--- config.mk ---
export PLATFORM = sky130hd
export DESIGN_NAME = bcd_calendar
export DESIGN_NICKNAME = d
export VERILOG_FILES = /design/src/rtl/bcd_cal_pkg.sv /design/src/rtl/cal_phase.sv /design/src/rtl/cal_hour_step.sv /design/src/rtl/cal_date_step.sv /design/src/rtl/bcd_calendar.sv
export SDC_FILE = /design/constraint.sdc
export NUM_CORES = 1
export LEC_CHECK = 0
export ABC_CLOCK_PERIOD_IN_PS = 3900
export CAP_MARGIN = 40
export CORE_ASPECT_RATIO = 1.25
export CORE_MARGIN = 1
export CORE_UTILIZATION = 53
export CTS_BUF_LIST = sky130_fd_sc_hd__clkbuf_8
export DETAILED_ROUTE_END_ITERATION = 8
export PLACE_DENSITY = 0.8
export SYNTH_ARGS = -nofsm -noshare
export SYNTH_HDL_FRONTEND = slang
export SYNTH_SLANG_ARGS = --single-unit
--- constraint.sdc ---
create_clock -name clk -period 3.9 [get_ports clk]
set_input_delay 0.585 -clock clk [delete_from_list [all_inputs] [get_ports clk]]
set_output_delay 0.585 -clock clk [all_outputs]
set_load 0.01 [all_outputs]
--- src/rtl/bcd_cal_pkg.sv ---
package bcd_cal_pkg;

    typedef struct packed {
        logic [7:0] sec;
        logic [7:0] min;
        logic [7:0] hour;
        logic [7:0] wday;
        logic [7:0] mday;
        logic [7:0] mon;
        logic [7:0] year;
    } cal_time_t;

    typedef enum logic [2:0] {
        ADR_SEC  = 3'd0,
        ADR_MIN  = 3'd1,
        ADR_HOUR = 3'd2,
        ADR_WDAY = 3'd3,
        ADR_MDAY = 3'd4,
        ADR_MON  = 3'd5,
        ADR_YEAR = 3'd6,
        ADR_CTRL = 3'd7
    } cal_addr_e;

    localparam int HR_FMT12_BIT = 6;
    localparam int HR_PM_BIT    = 5;
    localparam int CTRL_HALT_BIT = 7;

    localparam cal_time_t TIME_RESET = '{
        sec: 8'h00, min: 8'h00, hour: 8'h00, wday: 8'h01,
        mday: 8'h01, mon: 8'h01, year: 8'h00
    };

    // Add one to a two-digit BCD byte.
    function automatic logic [7:0] bcd_inc(input logic [7:0] b);
        if (b[3:0] >= 4'd9)
            return {b[7:4] + 4'd1, 4'h0};
        else
            return {b[7:4], b[3:0] + 4'd1};
    endfunction

    // Divisible by 4: even tens digit needs units 0/4/8, odd tens needs 2/6.
    function automatic logic year_is_leap(input logic [7:0] y);
        if (y[4])
            return (y[3:0] == 4'd2) || (y[3:0] == 4'd6);
        else
            return (y[3:0] == 4'd0) || (y[3:0] == 4'd4) || (y[3:0] == 4'd8);
    endfunction

    function automatic logic [7:0] month_last_day(input logic [7:0] m, input logic [7:0] y);
        case (m)
            8'h02:                      return year_is_leap(y) ? 8'h29 : 8'h28;
            8'h04, 8'h06, 8'h09, 8'h11: return 8'h30;
            default:                    return 8'h31;
        endcase
    endfunction

endpackage

--- src/rtl/cal_phase.sv ---
module cal_phase #(
    parameter int SUB_DIV = 4,
    parameter int PH_W    = 2
) (
    input  logic            clk,
    input  logic            rst,
    input  logic            sub_tick,
    input  logic            run,
    input  logic            clear,
    output logic            sec_step,
    output logic [PH_W-1:0] phase
);
    localparam logic [PH_W-1:0] PH_LAST = PH_W'(SUB_DIV - 1);

    generate
        if (SUB_DIV <= 1) begin : g_direct
            assign phase    = '0;
            assign sec_step = sub_tick && run && !clear;
        end else begin : g_divided
            logic [PH_W-1:0] ph_q;
            always_ff @(posedge clk) begin
                if (rst || clear)
                    ph_q <= '0;
                else if (sub_tick && run)
                    ph_q <= (ph_q == PH_LAST) ? '0 : ph_q + 1'b1;
            end
            assign phase    = ph_q;
            assign sec_step = sub_tick && run && !clear && (ph_q == PH_LAST);
        end
    endgenerate
endmodule

--- src/rtl/cal_hour_step.sv ---
module cal_hour_step
    import bcd_cal_pkg::*;
(
    input  logic [7:0] hour_in,
    output logic [7:0] hour_out,
    output logic       day_carry
);
    logic [7:0] h12;
    logic [7:0] h12_inc;

    always_comb begin
        h12       = {3'b000, hour_in[4:0]};
        h12_inc   = bcd_inc(h12);
        hour_out  = hour_in;
        day_carry = 1'b0;
        if (hour_in[HR_FMT12_BIT]) begin
            if (h12 == 8'h11) begin
                hour_out[HR_PM_BIT] = ~hour_in[HR_PM_BIT];
                hour_out[4:0]       = 5'h12;
                day_carry           = hour_in[HR_PM_BIT];
            end else if (h12 == 8'h12) begin
                hour_out[4:0] = 5'h01;
            end else begin
                hour_out[4:0] = h12_inc[4:0];
            end
        end else begin
            if (hour_in == 8'h23) begin
                hour_out  = 8'h00;
                day_carry = 1'b1;
            end else begin
                hour_out = bcd_inc(hour_in);
            end
        end
    end
endmodule

--- src/rtl/cal_date_step.sv ---
module cal_date_step
    import bcd_cal_pkg::*;
(
    input  logic [7:0] wday_in,
    input  logic [7:0] mday_in,
    input  logic [7:0] mon_in,
    input  logic [7:0] year_in,
    output logic [7:0] wday_out,
    output logic [7:0] mday_out,
    output logic [7:0] mon_out,
    output logic [7:0] year_out
);
    logic month_end;
    logic year_end;

    always_comb begin
        month_end = (mday_in == month_last_day(mon_in, year_in));
        year_end  = month_end && (mon_in == 8'h12);

        wday_out = (wday_in >= 8'd7) ? 8'd1 : wday_in + 8'd1;
        mday_out = month_end ? 8'h01 : bcd_inc(mday_in);
        mon_out  = mon_in;
        year_out = year_in;
        if (month_end)
            mon_out = (mon_in == 8'h12) ? 8'h01 : bcd_inc(mon_in);
        if (year_end)
            year_out = (year_in == 8'h99) ? 8'h00 : bcd_inc(year_in);
    end
endmodule

--- src/rtl/bcd_calendar.sv ---
module bcd_calendar
    import bcd_cal_pkg::*;
#(
    parameter int SUB_DIV = 4
) (
    input  logic       clk,
    input  logic       rst,
    input  logic       sub_tick,
    input  logic       wr_en,
    input  logic [2:0] addr,
    input  logic [7:0] wr_data,
    output logic [7:0] rd_data
);
    localparam int PH_W = (SUB_DIV > 1) ? $clog2(SUB_DIV) : 1;

    cal_time_t       time_q;
    logic [7:0]      ctrl_q;
    logic            halt;
    logic            time_wr;
    logic            sec_step;
    logic [PH_W-1:0] phase_q;

    logic            sec_wrap, min_wrap, hr_adv, day_adv;
    logic [7:0]      hour_nx;
    logic            hour_day_carry;
    logic [7:0]      wday_nx, mday_nx, mon_nx, year_nx;

    assign halt    = ctrl_q[CTRL_HALT_BIT];
    assign time_wr = wr_en && (cal_addr_e'(addr) != ADR_CTRL);

    cal_phase #(.SUB_DIV(SUB_DIV), .PH_W(PH_W)) u_phase (
        .clk      (clk),
        .rst      (rst),
        .sub_tick (sub_tick),
        .run      (!halt),
        .clear    (time_wr),
        .sec_step (sec_step),
        .phase    (phase_q)
    );

    cal_hour_step u_hour (
        .hour_in   (time_q.hour),
        .hour_out  (hour_nx),
        .day_carry (hour_day_carry)
    );

    cal_date_step u_date (
        .wday_in  (time_q.wday),
        .mday_in  (time_q.mday),
        .mon_in   (time_q.mon),
        .year_in  (time_q.year),
        .wday_out (wday_nx),
        .mday_out (mday_nx),
        .mon_out  (mon_nx),
        .year_out (year_nx)
    );

    assign sec_wrap = (time_q.sec == 8'h59);
    assign min_wrap = (time_q.min == 8'h59);
    assign hr_adv   = sec_step && sec_wrap && min_wrap;
    assign day_adv  = hr_adv && hour_day_carry;

    always_ff @(posedge clk) begin
        if (rst) begin
            time_q <= TIME_RESET;
            ctrl_q <= 8'h00;
        end else if (wr_en) begin
            case (cal_addr_e'(addr))
                ADR_SEC:  time_q.sec  <= wr_data;
                ADR_MIN:  time_q.min  <= wr_data;
                ADR_HOUR: time_q.hour <= wr_data;
                ADR_WDAY: time_q.wday <= wr_data;
                ADR_MDAY: time_q.mday <= wr_data;
                ADR_MON:  time_q.mon  <= wr_data;
                ADR_YEAR: time_q.year <= wr_data;
                default:  ctrl_q      <= wr_data;
            endcase
            if (sec_step && !time_wr) begin
                time_q.sec <= sec_wrap ? 8'h00 : bcd_inc(time_q.sec);
                if (sec_wrap)
                    time_q.min <= min_wrap ? 8'h00 : bcd_inc(time_q.min);
                if (hr_adv)
                    time_q.hour <= hour_nx;
                if (day_adv) begin
                    time_q.wday <= wday_nx;
                    time_q.mday <= mday_nx;
                    time_q.mon  <= mon_nx;
                    time_q.year <= year_nx;
                end
            end
        end else if (sec_step) begin
            time_q.sec <= sec_wrap ? 8'h00 : bcd_inc(time_q.sec);
            if (sec_wrap)
                time_q.min <= min_wrap ? 8'h00 : bcd_inc(time_q.min);
            if (hr_adv)
                time_q.hour <= hour_nx;
            if (day_adv) begin
                time_q.wday <= wday_nx;
                time_q.mday <= mday_nx;
                time_q.mon  <= mon_nx;
                time_q.year <= year_nx;
            end
        end
    end

    always_comb begin
        case (cal_addr_e'(addr))
            ADR_SEC:  rd_data = time_q.sec;
            ADR_MIN:  rd_data = time_q.min;
            ADR_HOUR: rd_data = time_q.hour;
            ADR_WDAY: rd_data = time_q.wday;
            ADR_MDAY: rd_data = time_q.mday;
            ADR_MON:  rd_data = time_q.mon;
            ADR_YEAR: rd_data = time_q.year;
            default:  rd_data = ctrl_q;
        endcase
    end
endmodule

==> results_dict.tcl <==
set metrics [dict create \
    clkSlewWorstSetupHoldPaths_ps 70 \
    synth-main-ff-cell "sky130_fd_sc_hd__dfxtp_1" \
    tritoncts.num_buffers 9 \
    synth_nets 764 \
    cts_tree "done" \
    synth.area.mux_share_pct 7.73 \
    std_cell_rows 40 \
    synth-seq-cells 66 \
    synth.avg_cell_area_um2 7.59 \
    grt_setup_unrepaired "no" \
    gp_congestion 0.983 \
    ys.warnings.count 0 \
    drv_cap 0 \
    timing.critical_path.fanout_max 19 \
    die_area_um2 10600 \
    wire_per_inst_um 20.0 \
    synthCells 712 \
    nets 765 \
    crit_path_start_kind "input pin" \
    cts-root-buf "sky130_fd_sc_hd__clkbuf_8" \
    number_of_synthesized_flops_with_an_enable_pin 0 \
    number_of_antenna_violations_at_the_first_check_in_global_routing 0 \
    grt_start_max_net_pins 58 \
    worst_setup_ep_type "output port" \
    io_pins 23 \
    largest_family_of_logic_cells_by_synthesized_area "compound AO/OA/AOI/OAI gates" \
    p_leak_nw 2.31 \
    placed_cells 828 \
    port_buffer_count 22 \
    clock-skew-final_ps 8.80 \
    overflow 0 \
    core_region_area_um2 9760 \
    setup_violations 0 \
    relSlewSlack_pct 37.8 \
    required_ps 3310 \
    total_switching_power_mw 0.502 \
    final_cell_area_um2 5850 \
    synth.cell_area_um2 5410 \
    yosys.area_share.simple_pct 25.3 \
    place_worst_setup_slack_ps 388 \
    worst_slew_pin_slew_ps 925 \
    detailroute.via_count 5718 \
    xor_xnor_fraction_of_synth_area_pct 1.30 \
    grt_pass1_wl_um 27300 \
    syn2layout_area_growth_pct 8.26 \
    finished_core_util_pct 60.0 \
    post_synth_fa_ha_maj_area_fraction_pct 8.56 \
    first_global_vias 5400 \
    whs_ps 456 \
    min_path_type "flip-flop to flip-flop" \
    share_seq_of_total_power_pct 47.2 \
    powerDensity_nw_per_um2 271 \
    min_period_ps 3420 \
    timing.final.crit_share_pct 87.8 \
    clock_power_share_pct 33.6 \
    fp.dieH_um 115 \
    drt-total-wl_um 16800 \
    report.final.hold_viol_count 0 \
    route.detailed.vias_per_inst 6.78 \
    cts_hold_repair.buffers 0 \
    ys_seq_area_share_pct 24.4 \
    grt_use_total_pct 33.0 \
    instances_no_fill 843 \
    clock_latency_at_the_later_pin_of_the_worst_skew_pair_ps 360 \
    netlist-cell-type-count 78 \
    run_status "finished, final reports clean" \
    sw_frac_of_total_pct 31.7 \
    post_route_cells_drive_above_1_share_pct 8.93 \
    post_dp_cell_area_um2 5680 \
    tns_ps 0 \
    ctsLongestPathBuffers 2 \
    cts_num_sinks 66 \
    post-route-drc-count 0 \
    worst_ep_arrival_time_ps 2840 \
    final_max_tran_viols 0 \
    vdd_drop_max_mv 0.187 \
    diodes 0 \
    ctsHtreeMaxLevel 3 \
    cts.repair.resized 0 \
    async_reset_ff_share_pct 0 \
    cell_internal_pwr_mw 1.08 \
    postCtsSetupBuffers 0 \
    drtAntennaViolNets 0 \
    path_class "input pin to output port" \
    hpwlAfterDp_um 12000 \
    mostFrequentLayoutCells "sky130_fd_sc_hd__nor2_1, sky130_fd_sc_hd__nand2_1, sky130_fd_sc_hd__dfxtp_1, sky130_fd_sc_hd__a21oi_1, sky130_fd_sc_hd__ha_1" \
    synth_compound_area_share_pct 26.4 \
    die_x_extent_um 92.3 \
    combPwrFrac_pct 19.2 \
    fmax_mhz 292 \
    effective_utilization_at_floorplan_pct 55.4 \
    mostFrequentLayoutCell "sky130_fd_sc_hd__nor2_1" \
    fin_total_pwr_mw 1.58 \
    drt_first_pass_iters 6 \
    layout_setup_ws_ps 475 \
    initialDrtViolationCount 679 \
]
[synthesized netlist by cell type (all sizes together), types with 14 or more instances]
master	instances	area share, %
inv	32	2.2
dfxtp	66	24
mux2i	26	4.8
a211oi	16	2.2
a31oi	19	2.2
nor2	82	5.7
a21oi	61	5.7
o21ai	31	2.9
nand3	26	2.4
nand2	66	4.6
o31ai	14	2.1
buf	22	2.2
clkbuf	26	1.8
nor3	29	2.7
ha	37	8.6
[final cells by class]
cell class	instances	area, µm²
fill	867	3910
sequential	66	1320
inverter	32	120
clock inverter	4	18.8
multi-input combinational	566	3750
clock buffer	11	151
tap	126	158
timing repair buffer	38	335
[power by group through the flow]
stage / Clock [mW] / Combinational, mW / Sequential, mW
floorplan: 0 / 0.223 / 0.734
global placement: 0 / 0.290 / 0.759
detailed placement: 0 / 0.298 / 0.761
CTS: 0.536 / 0.299 / 0.745
global route: 0.565 / 0.332 / 0.751
finish: 0.532 / 0.304 / 0.748
[path summary, 6_finish.rpt]
| kind | from | endpoint | slack [ps] | cells past startpoint |
|---|---|---|---|---|
| worst max register to register | time_q[8]$_SDFFE_PP1P_ | time_q[10]$_SDFFE_PP0P_ | 890 | 9 |
| worst min register to register | ctrl_q[5]$_SDFFE_PP0P_ | ctrl_q[5]$_SDFFE_PP0P_ | 460 | 2 |
| worst min-delay path | ctrl_q[5]$_SDFFE_PP0P_ | ctrl_q[5]$_SDFFE_PP0P_ | 460 | 2 |
| worst max-delay path | addr[1] | rd_data[4] | 480 | 7 |
[critical path: stages]
cell and delay, ps:
sky130_fd_sc_hd__clkdlybuf4s50_1 700, sky130_fd_sc_hd__buf_4 310, sky130_fd_sc_hd__nor2b_1 220, sky130_fd_sc_hd__a21oi_1 100, sky130_fd_sc_hd__o221ai_1 230, sky130_fd_sc_hd__o21a_1 170
sky130_fd_sc_hd__clkdlybuf4s50_1 530
[flip-flops by register name (all words and copies together) (netlist names)]
| register | flops |
|---|---|
| u_phase.phase | 2 |
| ctrl_q | 8 |
| time_q | 56 |
[cells by family (layout without fill, tap and decap cells)]
| family | Yosys count | count (layout) |
|---|---|---|
| XOR/XNOR | 8 | 8 |
| buffers and inverters | 80 | 85 |
| multiplexers | 36 | 36 |
| flip-flops | 66 | 66 |
| AND/OR/NAND/NOR | 276 | 276 |
| AO/OA/AOI/OAI | 209 | 209 |
| adder cells (fa/ha/maj) | 37 | 37 |
[metal layers]
| layer | track usage (%) | vias up | share of wire, % |
|---|---|---|---|
| li1 | - | 2612 | - |
| met1 | 39.9 | 2665 | 38 |
| met2 | 54.5 | 352 | 47 |
| met3 | 5.95 | 89 | 9.3 |
| met4 | 19.9 | 0 | 5.6 |
| met5 | 0 | - | 0 |
Note: power is estimated with default switching activity, not from simulation.
